<file path="config.mk">
export PLATFORM = sky130hd
export DESIGN_NAME = irq_hub
export DESIGN_NICKNAME = d
export VERILOG_FILES = /design/src/rtl/irq_hub.sv
export SDC_FILE = /design/constraint.sdc
export NUM_CORES = 1
export LEC_CHECK = 0
export BUFFER_PORTS_ARGS = -buffer_cell sky130_fd_sc_hd__buf_2
export CAP_MARGIN = 15
export CORE_MARGIN = 4
export CORE_UTILIZATION = 55
export DETAILED_ROUTE_END_ITERATION = 6
export PLACE_DENSITY_LB_ADDON = 0.05
export SYNTH_ARGS = -nofsm -noshare
export SYNTH_HDL_FRONTEND = slang
export SYNTH_SLANG_ARGS = --single-unit
</file>
<file path="constraint.sdc">
create_clock -name clk -period 2.7 [get_ports clk]
set_input_delay 0.135 -clock clk [delete_from_list [all_inputs] [get_ports clk]]
set_output_delay 0.135 -clock clk [all_outputs]
set_load 0.05 [all_outputs]
</file>
<file path="src/rtl/irq_hub.sv">
module irq_hub #(
  parameter int START_W = 7,
  parameter int END_W   = 6
) (
  input  logic               clk,
  input  logic               rst_n,
  input  logic [7:0]         plain_evt_i,
  input  logic               msg_fail_i,
  input  logic [START_W-1:0] start_evt_i,
  input  logic [END_W-1:0]   end_evt_i,
  input  logic               reg_we,
  input  logic [2:0]         reg_addr,
  input  logic [7:0]         reg_wdata,
  output logic [7:0]         reg_rdata,
  output logic               sys_irq
);
  localparam logic [2:0] A_TOP   = 3'd0;
  localparam logic [2:0] A_CLR   = 3'd1;
  localparam logic [2:0] A_SSTAT = 3'd2;
  localparam logic [2:0] A_SMASK = 3'd3;
  localparam logic [2:0] A_ESTAT = 3'd4;
  localparam logic [2:0] A_EMASK = 3'd5;
  localparam logic [2:0] A_MSG   = 3'd6;
  localparam int B_START = 6;
  localparam int B_END   = 5;
  localparam int B_MSG   = 2;

  logic [7:0]         top_q;
  logic [START_W-1:0] start_q, start_mask_q;
  logic [END_W-1:0]   end_q, end_mask_q;
  logic               msg_fail_q;

  wire [7:0] clr = (reg_we && reg_addr == A_CLR) ? reg_wdata : 8'h00;
  wire [7:0] top_set = {plain_evt_i[7],
                        |(start_evt_i & start_mask_q),
                        |(end_evt_i & end_mask_q),
                        plain_evt_i[4:0]};

  always_ff @(posedge clk or negedge rst_n) begin
    if (!rst_n) begin
      top_q        <= '0;
      start_q      <= '0;
      end_q        <= '0;
      msg_fail_q   <= 1'b0;
      start_mask_q <= '1;
      end_mask_q   <= '1;
    end else begin
      top_q   <= (top_q & ~clr) | top_set;
      start_q <= (clr[B_START] ? '0 : start_q) | start_evt_i;
      end_q   <= (clr[B_END] ? '0 : end_q) | end_evt_i;
      if (plain_evt_i[B_MSG])  msg_fail_q <= msg_fail_i;
      else if (clr[B_MSG])     msg_fail_q <= 1'b0;
      if (reg_we && reg_addr == A_SMASK) start_mask_q <= reg_wdata[START_W-1:0];
      if (reg_we && reg_addr == A_EMASK) end_mask_q   <= reg_wdata[END_W-1:0];
    end
  end

  always_comb begin
    reg_rdata = 8'h00;
    case (reg_addr)
      A_TOP:   reg_rdata = top_q;
      A_SSTAT: reg_rdata[START_W-1:0] = start_q;
      A_SMASK: reg_rdata[START_W-1:0] = start_mask_q;
      A_ESTAT: reg_rdata[END_W-1:0] = end_q;
      A_EMASK: reg_rdata[END_W-1:0] = end_mask_q;
      A_MSG:   reg_rdata[7] = msg_fail_q;
      default: reg_rdata = 8'h00;
    endcase
  end

  assign sys_irq = |top_q;
endmodule

</file>
### After elaboration in Yosys (flattened, before gate mapping)

Cells that the tools add are included.

| storage, ports and cells | value |
|---|---|
| register bits after elaboration | 35 |
| bits of input ports | 36 |
| output and inout port bits | 9 |
| word-level logic and storage cells | 35 |

| cells by class | value |
|---|---|
| equality and inequality tests | 6 |
| muxes and demuxes | 8 |
| bitwise logic cells | 7 |
| reductions and logical operators | 8 |

Operator list:

| cell | count |
|---|---|
| 6-bit one-hot mux with 5 select lines | 1 |
| 3-bit == test (second input constant) | 3 |
| 8-bit AND | 1 |
| 8-bit two-way mux | 1 |
| 8-bit NOT | 1 |
| 8-bit OR | 1 |
| 8-bit OR reduction | 1 |
| 7-bit AND | 1 |
| 7-bit two-way mux | 1 |
| 7-bit OR | 1 |
| 7-bit OR reduction | 1 |
| 6-bit AND | 1 |
| 3-bit by 2-bit == test with 1-bit output (second input constant) | 2 |
| 6-bit two-way mux | 1 |
| 6-bit OR | 1 |
| 6-bit OR reduction | 1 |
| 3-bit by 1-bit == test with 1-bit output (second input constant) | 1 |
| 1-bit logical AND | 3 |
| 3-bit logical NOT | 1 |
| 1-bit one-hot mux with 3 select lines | 1 |
| 1-bit two-way mux | 2 |
| 1-bit one-hot mux with 2 select lines | 1 |
| 2-bit nonzero test | 1 |

### Logic depth before layout (Yosys ltp)

| depth | value |
|---|---|
| depth after elaboration | 6 |
| gate-level depth with buffers | 5 |
| mapped depth without buffers | 3 |

### Least setup slack after synthesis

Ideal clock, no wire load.

| path | value |
|---|---|
| kind | flip-flop to output port |
| from | reg end_mask_q[3] |
| to | out reg_rdata[3] |
| arrival | 1465 ps |
| data required time | 2565 ps |
| slack | 1100 ps |
| stages on the path, launching flop included | 4 |
| buffers on the path | 0 |
| path through | dfstp_2 -> inv_1 -> a2bb2oi_1 -> a21oi_1 |

| between the ends | value |
|---|---|
| cells in the longest elaborated chain, start to end | 1 |

Ends and longest elaborated chain:

| item | line | RTL |
|---|---|---|
| from (decl) | 30 | `logic [END_W-1:0] end_q, end_mask_q;` |
| from (signal assigned) | 54 | `if (reg_we && reg_addr == A_EMASK) end_mask_q <= reg_wdata[END_W-1:0];` |
| 6-bit one-hot mux with 5 select lines | 60 | `case (reg_addr)` |
| to (decl) | 14 | `output logic [7:0] reg_rdata,` |

Every way passes these cells.

### Worst setup path after layout

| path | value |
|---|---|
| from | reg top_q[1] |
| to | out reg_rdata[1] |

| between the ends | value |
|---|---|
| cells in the longest elaborated chain, start to end | 1 |

Ends and longest elaborated chain:

| item | line | RTL |
|---|---|---|
| from (decl) | 28 | `logic [7:0] top_q;` |
| from (signal assigned) | 48 | `top_q <= (top_q & ~clr) \| top_set;` |
| 6-bit one-hot mux with 5 select lines | 60 |  |

Every way passes these cells.

==> flow_summary_export.csv <==
group,metric,value,unit
status,status,"complete, no violations",
yosys,netlist_area,1750,µm²
final_layout,nNetsFinal,239,
yosys,ys.flop_type,"dfrtp_1",
clock_tree,clk_pin_slew_worst_paths,0.11,ns
yosys,synth-edff-count,0,
clock_tree,cts_resized,0,
sta,hold_violations,0,
worst_hold_path,hold_path.class,"in -> reg",
floorplan,die_area,4140,µm²
power_and_ir_drop,p_leak,0.916,nW
power_and_ir_drop,ir_worst_vdd,0.461,mV
critical_path,critPathCapture,"reg_rdata[1]",
critical_path,critPathTopFamily,"simple AND/OR/NAND/NOR gates",
sta,rsz0062_at_grt,"no",
final_layout,multi_input_area,792,µm²
place,dp_cells,220,
floorplan,die_x,64.4,µm
critical_path,reg2reg_to,"top_q[6]$_DFF_PN0_",
critical_path,cp_slowest_cell,"or3b_2",
yosys,synth_nets,176,
floorplan,core_area,3050,µm²
sta,layout_min_cycle_time,1.86,ns
sta,finalSetupViolations,0,
critical_path,reg2reg_slack,1.62,ns
detailed_routing,wl,4270,µm
critical_path,startpoint,"top_q[1]$_DFF_PN0_",
sta,fin_skew,0.00984,ns
final_layout,drive_above_1_share,0.426,
final_layout,antenna_cells,0,
yosys,yosysWarnings,0,
final_layout,final_core_util,0.729,
yosys,yosysMostFrequentCell,"dfrtp_1",
place,port_buffers,42,
place,hpwlAfterDp,3000,µm
clock_tree,cts_setup_buffers,0,
critical_path,crit_path_max_incr_delay,0.45,ns
detailed_routing,vias,1404,
detailed_routing,ant_nets,0,
critical_path,worstPathArrival,1.72,ns
yosys,yosysUniqueCellTypes,34,
yosys,synth.avg_cell_area,12.5,µm²
floorplan,placementRows,20,
clock_tree,clk_latency,0.34,ns
yosys,synth_top_area_frac,0.315,
clock_tree,cts_sinks,35,
sta,max_slew.worst_pin.slew,0.752,ns
detailed_routing,vias_per_cell,5.66,
detailed_routing,post_drt_wl_per_cell,17.2,µm
clock_tree,h-tree-depth,2,
critical_path,crit_buf_inv,1,
clock_tree,hold_buffers,20,
critical_path,cp.required,2.57,ns
critical_path,crit-reg2reg-launch,"start_mask_q[4]$_DFFE_PN1P_",
sta,max_freq,539,MHz
yosys,synthCells,140,
grt,grt_antenna_before_repair,0,
clock_tree,cts_buffer_depth,2,
detailed_routing,drcViolationCount,0,
critical_path,end_kind,"output port",
final_layout,instances_no_fill,248,
detailed_routing,drt_iter0_markers,67,
yosys,ys_async_sr_fraction,1.00,
yosys,ys_ff_latch,35,
sta,slew_violations,0,
clock_tree,cts_made_buffers,5,
yosys,synth_top_area_cell,"dfrtp_1",
grt,grt.overflow.total,0,
clock_tree,cts_root_buf,"clkbuf_4",
power_and_ir_drop,totalPowerFinal,0.00125,W
sta,relSlewSlack,0.498,
sta,setup_tns,0,ns
grt,grt_pass1_wl,7160,µm
job,drv_cap,0,
sta,setup_ws,0.845,ns
final_layout,final-seq-area,892,µm²
critical_path,crit_type,"reg -> out",
place,gp_congestion,0.817,
final_layout,syn_to_final_growth,27.3,%
yosys,synthTopCellsByCount,"22 x dfrtp_1, 21 x a21o_1, 17 x mux2_2, 13 x dfstp_2",
detailed_routing,drtPass1Iterations,4,
critical_path,crit_path_start_kind,"flop",
floorplan,die_h,64.4,µm
grt,grt_pass1_vias,1452,
sta,finalCritPeriodShare,0.687,
critical_path,path_max_fanout,3,
power_and_ir_drop,powerDensity,562,nW/µm²
place,dp_slack,1.10,ns
floorplan,ios,45,
critical_path,rr_worst_depth,3,
final_layout,fillers,228,
clock_tree,cts_tree,"done",
floorplan,start_util,0.573,
grt,grt_use_total,0.229,
critical_path,path_cells,"or3b_2 > a21oi_1 > a221o_1 > buf_2",
yosys,synth_area_leaders,"dfrtp_1 31%, dfstp_2 20%, mux2_2 11%",
critical_path,crit_cells,4,
yosys,yosysSeqAreaShare,0.510,
grt,grt_max_degree,36,
==> layout make-up <==
type,instances,area share
Inverter,2,0.00337
Timing Repair Buffer,62,0.184
Multi-Input combinational cell,97,0.356
Tap cell,44,0.0247
Clock buffer,8,0.0309
Sequential cell,35,0.401
==> cells in the final DEF (no fill, tap or decap), types with 3 or more instances in the layout <==
cell	Yosys	final
buf_2	1	42
dfrtp_1	22	22
a21o_1	21	21
dlygate4sd3_1	0	20
mux2_2	17	17
dfstp_2	13	13
a22oi_1	8	8
nand2_1	8	8
nor2_1	5	5
nand3_1	5	5
clkbuf_4	0	5
a21oi_1	4	4
mux2i_1	3	3
a221o_1	3	3
==> stage by stage <==
step	instance area, µm²	hold WS [ns]
6_report	2230	0.0382
5_1_grt	2230	0.0164
4_1_cts	2230	0.0255
3_5_place_dp	1960	0.243
3_3_place_gp	1960	0.233
2_1_floorplan	1750	-0.161
==> sequential cells by signal, summed over array words and instances, names as in the netlist <==
register and cells:
end_mask_q 6, end_q 6, msg_fail_q 1, start_mask_q 7, start_q 7, top_q 8
==> cells by family (layout without fill, tap and decap cells) <==
group / count (synthesis) / count (layout) / synth area share
compound gates: 42 / 42 / 0.188
flops: 35 / 35 / 0.510
simple gates: 34 / 34 / 0.132
mux: 21 / 21 / 0.133
buf+inv: 8 / 72 / 0.0365
==> power by group <==
group          internal, W  switching (W)  leakage (nW)
combinational     0.000129       0.000143         0.541
sequential        0.000607      0.0000412         0.336
clock             0.000153       0.000178        0.0386
==> how the worst min path moves through the flow <==
stage | depth (start not counted) | end | slack (ns) | start
5_1_grt | 2 | msg_fail_q$_DFFE_PN0P_ | 0.02 | msg_fail_i
6_report | 2 | msg_fail_q$_DFFE_PN0P_ | 0.04 | msg_fail_i
3_5_place_dp | 1 | start_q[4]$_DFF_PN0_ | 0.24 | rst_n
4_1_cts | 2 | msg_fail_q$_DFFE_PN0P_ | 0.03 | msg_fail_i
2_1_floorplan | 0 | end_q[0]$_DFF_PN0_ | -0.16 | rst_n
3_3_place_gp | 1 | start_q[4]$_DFF_PN0_ | 0.23 | rst_n
==> per-layer routing <==
metal,vias to the layer above,routed length [µm],share of wire,GRT usage
met5,-,0,0,0
met4,0,53,0.012,0.0712
met1,693,1770,0.42,0.285
met3,7,215,0.050,0.0580
li1,662,-,-,-
met2,42,2230,0.52,0.390
Note: power is estimated with default switching activity, not from simulation.
